===== config.mk =====
export PLATFORM = sky130hd
export DESIGN_NAME = pfg_ce_gate
export DESIGN_NICKNAME = d
export VERILOG_FILES = /design/src/rtl/pfg_pkg.sv /design/src/rtl/pfg_sync.sv /design/src/rtl/pfg_timer.sv /design/src/rtl/pfg_ctrl.sv /design/src/rtl/pfg_ce_gate.sv
export SDC_FILE = /design/constraint.sdc
export NUM_CORES = 1
export LEC_CHECK = 0
export BUFFER_PORTS_ARGS = -buffer_cell sky130_fd_sc_hd__buf_2
export CAP_MARGIN = 0
export CORE_MARGIN = 2
export CORE_UTILIZATION = 48
export DETAILED_ROUTE_END_ITERATION = 8
export HOLD_SLACK_MARGIN = 0.03
export PLACE_DENSITY = 0.68
export SLEW_MARGIN = 20
export SYNTH_ARGS = -nofsm -noshare
export SYNTH_HDL_FRONTEND = slang
export SYNTH_SLANG_ARGS = --single-unit

===== constraint.sdc =====
create_clock -name clk -period 5.3 [get_ports clk]
set_clock_uncertainty 0.15 [all_clocks]
set_input_delay 1.06 -clock clk [delete_from_list [all_inputs] [get_ports clk]]
set_output_delay 1.06 -clock clk [all_outputs]
set_load 0.02 [all_outputs]

===== src/rtl/pfg_pkg.sv =====
package pfg_pkg;

  typedef enum logic [1:0] {
    ST_NORMAL  = 2'd0,
    ST_DRAIN   = 2'd1,
    ST_PROTECT = 2'd2,
    ST_RECOVER = 2'd3
  } pfg_state_e;

endpackage


===== src/rtl/pfg_sync.sv =====
module pfg_sync #(
  parameter int unsigned STAGES = 2
) (
  input  logic clk,
  input  logic rst,
  input  logic d,
  output logic q
);

  logic [STAGES-1:0] sr;

  // Reset to "power not good" so nothing is trusted until seen twice.
  always_ff @(posedge clk) begin
    if (rst) sr <= '0;
    else     sr <= {sr[STAGES-2:0], d};
  end

  assign q = sr[STAGES-1];

endmodule


===== src/rtl/pfg_timer.sv =====
module pfg_timer #(
  parameter int unsigned CYCLES = 2
) (
  input  logic clk,
  input  logic rst,
  input  logic load,
  output logic expired
);

  localparam int unsigned CW = (CYCLES > 1) ? $clog2(CYCLES) : 1;
  localparam logic [CW-1:0] TOP = CW'(CYCLES - 1);

  logic [CW-1:0] cnt;

  // Loaded on the entering edge, so expiry is seen in the CYCLES-th cycle.
  always_ff @(posedge clk) begin
    if (rst || load)      cnt <= TOP;
    else if (cnt != '0)   cnt <= cnt - CW'(1);
  end

  assign expired = (cnt == '0);

endmodule


===== src/rtl/pfg_ctrl.sv =====
module pfg_ctrl
  import pfg_pkg::*;
(
  input  logic       clk,
  input  logic       rst,
  input  logic       pwr_ok,
  input  logic       host_ce_n,
  input  logic       drain_expired,
  input  logic       rec_expired,
  output pfg_state_e state_q,
  output pfg_state_e state_nxt,
  output logic       drain_load,
  output logic       rec_load
);

  always_comb begin
    state_nxt = state_q;
    unique case (state_q)
      ST_NORMAL: begin
        if (!pwr_ok) state_nxt = host_ce_n ? ST_PROTECT : ST_DRAIN;
      end
      ST_DRAIN: begin
        if (host_ce_n || drain_expired) state_nxt = ST_PROTECT;
      end
      ST_PROTECT: begin
        if (pwr_ok) state_nxt = ST_RECOVER;
      end
      ST_RECOVER: begin
        if (!pwr_ok)          state_nxt = ST_PROTECT;
        else if (rec_expired) state_nxt = ST_NORMAL;
      end
      default: state_nxt = ST_PROTECT;
    endcase
  end

  assign drain_load = (state_nxt == ST_DRAIN)   && (state_q != ST_DRAIN);
  assign rec_load   = (state_nxt == ST_RECOVER) && (state_q != ST_RECOVER);

  always_ff @(posedge clk) begin
    if (rst) state_q <= ST_RECOVER;
    else     state_q <= state_nxt;
  end

endmodule


===== src/rtl/pfg_ce_gate.sv =====
module pfg_ce_gate
  import pfg_pkg::*;
#(
  parameter int unsigned CLK_KHZ       = 125000,
  parameter int unsigned WP_TIMEOUT_NS = 150000,
  parameter int unsigned RECOVER_US    = 200000,
  parameter int unsigned SYNC_STAGES   = 2
) (
  input  logic clk,
  input  logic rst,
  input  logic pwr_good_async,
  input  logic host_ce_n,
  output logic mem_ce_n,
  output logic wp_active
);

  localparam longint unsigned WP_RAW  =
    (64'(CLK_KHZ) * 64'(WP_TIMEOUT_NS)) / 64'd1000000;
  localparam longint unsigned REC_RAW =
    (64'(CLK_KHZ) * 64'(RECOVER_US)) / 64'd1000;
  localparam int unsigned WP_CYC  = (WP_RAW  < 64'd1) ? 1 : 32'(WP_RAW);
  localparam int unsigned REC_CYC = (REC_RAW < 64'd1) ? 1 : 32'(REC_RAW);

  logic       pwr_ok;
  logic       drain_expired, rec_expired;
  logic       drain_load, rec_load;
  pfg_state_e state_q, state_nxt;

  pfg_sync #(.STAGES(SYNC_STAGES)) u_sync (
    .clk (clk),
    .rst (rst),
    .d   (pwr_good_async),
    .q   (pwr_ok)
  );

  pfg_timer #(.CYCLES(WP_CYC)) u_drain_tmr (
    .clk     (clk),
    .rst     (rst),
    .load    (drain_load),
    .expired (drain_expired)
  );

  pfg_timer #(.CYCLES(REC_CYC)) u_rec_tmr (
    .clk     (clk),
    .rst     (rst),
    .load    (rec_load),
    .expired (rec_expired)
  );

  pfg_ctrl u_ctrl (
    .clk           (clk),
    .rst           (rst),
    .pwr_ok        (pwr_ok),
    .host_ce_n     (host_ce_n),
    .drain_expired (drain_expired),
    .rec_expired   (rec_expired),
    .state_q       (state_q),
    .state_nxt     (state_nxt),
    .drain_load    (drain_load),
    .rec_load      (rec_load)
  );

  // Outputs are registered from the next state so they change together with it.
  always_ff @(posedge clk) begin
    if (rst) begin
      mem_ce_n  <= 1'b1;
      wp_active <= 1'b1;
    end else begin
      mem_ce_n  <= ((state_nxt == ST_NORMAL) || (state_nxt == ST_DRAIN)) ? host_ce_n : 1'b1;
      wp_active <= (state_nxt != ST_NORMAL);
    end
  end

endmodule


* Word level (Yosys, flattened, before mapping) *
Cells that the tools add are included.

word-level totals
  register bits = 46
  logic and storage cells = 37

cells by class
  add/subtract/negate cells = 2
  bitwise operators = 1
  multiplexer cells = 7
  reductions and logical operators = 14
  equality and inequality tests = 7

operators with widths
  operator                                                               count
  25-bit zero test                                                       1
  25-bit nonzero test                                                    1
  25-bit by 1-bit subtractor with 25-bit output, second input constant   1
  15-bit zero test                                                       1
  15-bit nonzero test                                                    1
  15-bit by 1-bit subtractor with 15-bit output, second input constant   1
  2-bit 2-to-1 mux                                                       6
  2-bit one-hot mux with 4 select lines                                  1
  2-bit equality test, second input constant                             3
  2-bit by 1-bit equality test with 1-bit output, second input constant  2
  2-bit zero test                                                        2
  1-bit logical OR                                                       4
  1-bit logical AND                                                      2
  2-bit by 1-bit != test with 1-bit output, second input constant        1
  2-bit != test, second input constant                                   1
  2-bit nonzero test                                                     1
  2-bit OR reduction                                                     1
  1-bit NOT                                                              1

* Logic depth before layout (Yosys ltp) *
  depth after elaboration = 8
  depth in mapped cells = 8
  gate-level depth less buffers = 7

* Modules after synthesis *
From an unflattened synthesis, not the netlist that was laid out.

unflattened totals
  cell total of the unflattened synthesis = 269
  area, all modules = 2289.7 sq um

by module, submodules not included
  module                   area each (sq um)  cells each  instances  sequential area each (sq um)
  pfg_timer (u_rec_tmr)    1280.0             155         1          500.5
  pfg_timer (u_drain_tmr)  783.3              91          1          300.3
  pfg_ctrl                 121.4              15          1          40.0
  pfg_ce_gate              52.6               4           1          40.0
  pfg_sync                 52.6               4           1          40.0

* Worst setup path after synthesis *
OpenSTA, ideal clock, no wires.

  path kind = input to register
  start point = in rst
  end point = reg u_rec_tmr.cnt[11]
  data arrival time = 2.146 ns
  slack = 2.885 ns
  data required time = 5.031 ns
  cell stages on the path = 6
  cells stage by stage = clkbuf_1 a21o_1 a31oi_2 o2bb2ai_2 buf_2 nand2_1

on the way
  word-level cells in the longest chain between the ends = 1

RTL lines
  element               line               RTL
  start, declared       pfg_ce_gate.sv:10  input logic rst,
  1-bit logical OR      pfg_timer.sv:17    if (rst || load) cnt <= TOP;
  end signal, assigned  pfg_timer.sv:18    else if (cnt != '0) cnt <= cnt - CW'(1);
  end, declared         pfg_timer.sv:13    logic [CW-1:0] cnt;

No other way between the ends.
A chain may end at the register's enable or synchronous reset.

* Final worst setup path *
  start point = reg u_drain_tmr.cnt[0]
  end point = reg u_rec_tmr.cnt[2]

on the way
  word-level cells in the longest chain between the ends = 7

RTL lines
  element                                line             RTL
  start, declared                        pfg_timer.sv:13
  start signal, assigned                 pfg_timer.sv:18
  15-bit zero test                       pfg_timer.sv:21  assign expired = (cnt == '0);
  1-bit logical OR                       pfg_ctrl.sv:23   if (host_ce_n || drain_expired) state_nxt = ST_PROTECT;
  2-bit 2-to-1 mux                       pfg_ctrl.sv:23
  2-bit one-hot mux with 4 select lines  pfg_ctrl.sv:18   unique case (state_q)
  2-bit equality test                    pfg_ctrl.sv:37   assign rec_load = (state_nxt == ST_RECOVER) && (state_q != ST_RECOVER);
  1-bit logical AND                      pfg_ctrl.sv:37
  1-bit logical OR                       pfg_timer.sv:17

No other way between the ends.

==> summary.log <==
INFO  clock_network  clock_tree.buffer_depth=2
INFO  route          route.detailed.vias_per_inst=5.61
INFO  final_layout   syn2layout_area_growth=6.58%
INFO  timing         hold_ws=293ps
INFO  setup_path     critical_path.endpoint_type=flip-flop
INFO  route          drt_iter0_drc=79
INFO  timing         max-slew-margin-rel=54.4%
INFO  job            maxCapViolCount=0
INFO  clock_network  cts_made_buffers=5
INFO  placed_design  portBuffers=5
INFO  floorplan      io_pins=6
INFO  timing         max_slew.worst_pin.slew=680ps
INFO  outcome        status=completed
INFO  logic_synthesis async_reset_ff_share=0%
INFO  clock_network  cts.repair.resized=0
INFO  timing         timing.fmax=362MHz
INFO  setup_path     critPathLaunchType=flip-flop
INFO  clock_network  worstSkewPairLatency=300ps
INFO  floorplan      core_area=4380um2
INFO  min_path       hold_path.class=reg2reg
INFO  setup_path     cpPeakStageDelay=460ps
INFO  global_route   globalRouteTotalUtil=17.6%
INFO  logic_synthesis instance_count_of_the_mapped_netlist=251
INFO  global_route   grt_start_max_net_pins=19
INFO  timing         fin_crit_sh=52.1%
INFO  placed_design  dpl.hpwl=2880um
INFO  timing         rsz0062_at_grt=no
INFO  timing         tns=0ps
INFO  route          dr_total_vias=1,721
INFO  route          drt_wirelength=4160um
INFO  logic_synthesis synth_cell_types=47
INFO  setup_path     worst-path-buf-inv=1
INFO  logic_synthesis synth_nets=258
INFO  clock_network  clock_tree_from_tritoncts=yes
INFO  logic_synthesis synth.ff_latch_count=46
INFO  setup_path     timing.critical_path.required=5300ps
INFO  timing         final.min_clock_period=2760ps
INFO  route          detail_route.wl_per_cell=13.5um
INFO  logic_synthesis yosys_warnings=0
INFO  power          p_leak=0.766nW
INFO  route          drt_pre_antenna_iters=4
INFO  route          antenna_violating_nets_post_route=0
INFO  timing         final_report_max_slew_violation_count=0
INFO  global_route   first_global_vias=1,570
INFO  global_route   antenna_found_initial=0
INFO  timing         final_hold_viol_count=0
INFO  logic_synthesis synth.avg_cell_area=8.78um2
INFO  logic_synthesis ys.flop_type=dfxtp_1
INFO  placed_design  routabilityCongestion=0.788
INFO  logic_synthesis post_synth_design_cell_area=2200um2
INFO  final_layout   post_route_cells_drive_above_1_share=9.80%
INFO  clock_network  post-cts-setup-buffers=0
INFO  floorplan      core.rowCount=24
INFO  setup_path     cpLargestDelayFamily=compound AO/OA/AOI/OAI gates
INFO  setup_path     cp.arrival=2760ps
INFO  power          vdd.ir_drop.worst=162uV
INFO  logic_synthesis ys_top_cells_by_area=dfxtp_1 (42%), xor2_1 (6.4%), nand2_1 (4.1%)
INFO  final_layout   final_net_count=262
INFO  floorplan      initial_utilization=50.3%
INFO  route          remaining_drc_errors=0
INFO  clock_network  ctsHoldBuffers=0
INFO  logic_synthesis number_of_flops_mapped_to_enable_cells_by_yosys=0
INFO  logic_synthesis cell_taking_the_most_area_after_synthesis=dfxtp_1
INFO  floorplan      floorplan.die_area=5150um2
INFO  clock_network  clkSlewWorstSetupHoldPaths=90ps
INFO  power          cellPowerDensity=251nW/um2
INFO  setup_path     crit_path_max_fanout=18
INFO  clock_network  htreeDepth=2
INFO  setup_path     setup.worst_path.class=reg2reg
INFO  logic_synthesis post-synth-top-area-fraction=41.8%
INFO  global_route   overflow=0
INFO  logic_synthesis fraction_of_the_yosys_area_taken_by_sequential_cells=41.8%
INFO  final_layout   diodes=0
INFO  clock_network  cts_root_buffer=clkbuf_8
INFO  power          design_power_total=0.589mW
INFO  floorplan      fp.dieH=71.8um
INFO  setup_path     critical_path.cell_chain=inv_1 > ha_1 > nor4b_2 > nand4_2 > a31oi_2 > o2bb2ai_2 > o211ai_1
INFO  global_route   wire_length_of_the_first_global_routing_pass=7250um
INFO  floorplan      die_x=71.8um
INFO  clock_network  cts_num_sinks=46
INFO  setup_path     critical-path-slowest-cell=nand4_2
INFO  timing         number_of_endpoints_failing_setup_at_the_final_stage=0
[layout by cell type (no fill, tap or decap), types with 2 or more instances in the layout]
cell type | Yosys | final
dfxtp_1 | 46 | 46
a21oi_1 | 11 | 11
xnor2_1 | 9 | 9
or3_1 | 4 | 4
o21ai_0 | 11 | 11
and2_1 | 2 | 2
nor2_1 | 24 | 24
o211ai_1 | 6 | 6
inv_1 | 6 | 6
buf_2 | 1 | 5
xor2_1 | 16 | 16
and3_1 | 6 | 6
nand3b_1 | 2 | 2
nand2_1 | 24 | 24
nor4b_2 | 2 | 3
nand3_1 | 10 | 10
nand2b_1 | 3 | 3
or4_1 | 5 | 5
nor3_1 | 13 | 13
ha_1 | 3 | 3
nand4b_1 | 2 | 2
a211oi_1 | 3 | 3
nor2b_1 | 3 | 3
clkbuf_8 | 0 | 5
nor4_1 | 5 | 5
nand4_1 | 5 | 5
[Yosys cell counts (all sizes together) (3+ instances only)]
library cell   n
a211oi         3
a21oi         11
and3           6
clkbuf         7
dfxtp         46
ha             3
inv            6
nand2         24
nand2b         3
nand3         10
nand4          6
nor2          24
nor2b          3
nor3          14
nor4           7
nor4b          4
o211ai         6
o21ai         11
or3            4
or4            6
xnor2          9
xor2          16
[cell families after synthesis]
family | after synthesis | share of synthesized area, %
flops | 46 | 41.8
xor+xnor | 25 | 9.93
compound gates | 40 | 12.1
mux | 2 | 0.965
simple gates | 121 | 31.0
buf+inv | 14 | 2.44
fa+ha+maj | 3 | 1.70
[sequential cells by signal (all words and copies together), names as in the netlist]
name             cells
mem_ce_n             1
u_rec_tmr.cnt       25
u_sync.sr            2
u_drain_tmr.cnt     15
u_ctrl.state_q       2
wp_active            1
[stage by stage]
stage / setup slack (ps) / util [%] / cells / area (um2)
finish: 2540 / 53.6 / 307 / 2350
global placement: 2560 / 51.6 / 300 / 2260
CTS: 2520 / 53.5 / 307 / 2340
floorplan: 2890 / - / 251 / 2200
detailed placement: 2540 / 51.6 / 300 / 2260
global route: 2260 / 53.6 / 307 / 2350
[final timing paths]
path	endpoint	start	cells past startpoint	slack, ps
min reg2reg	u_sync.sr[1]$_SDFF_PP0_	u_sync.sr[0]$_SDFF_PP0_	1	290
max reg2reg	u_rec_tmr.cnt[2]$_SDFFE_PP1N_	u_drain_tmr.cnt[0]$_SDFFE_PP1N_	7	2540
max	u_rec_tmr.cnt[2]$_SDFFE_PP1N_	u_drain_tmr.cnt[0]$_SDFFE_PP1N_	7	2540
min	u_sync.sr[1]$_SDFF_PP0_	u_sync.sr[0]$_SDFF_PP0_	1	290
[metal layers]
metal	wire length (um)	up-vias	global-route usage, %	part of all wire, %
met1	2230	774	25.9	53
met2	1690	33	25.5	41
li1	-	908	-	-
met4	55	0	5.66	1.3
met3	185	6	4.22	4.4
met5	0	-	0	0
[where the power goes]
part	switching [mW]	internal, mW
clock	0.117	0.0906
combinational	0.0143	0.0106
sequential	0.00609	0.351
[layout make-up]
class	instances	area [um2]
Sequential cell	46	921
Clock inverter	1	7.51
Timing Repair Buffer	5	25.0
Multi-Input combinational cell	191	1240
Fill cell	402	2030
Tap cell	52	65.1
Clock buffer	6	72.6
Inverter	6	22.5
Note: power is estimated with default switching activity, not from simulation.
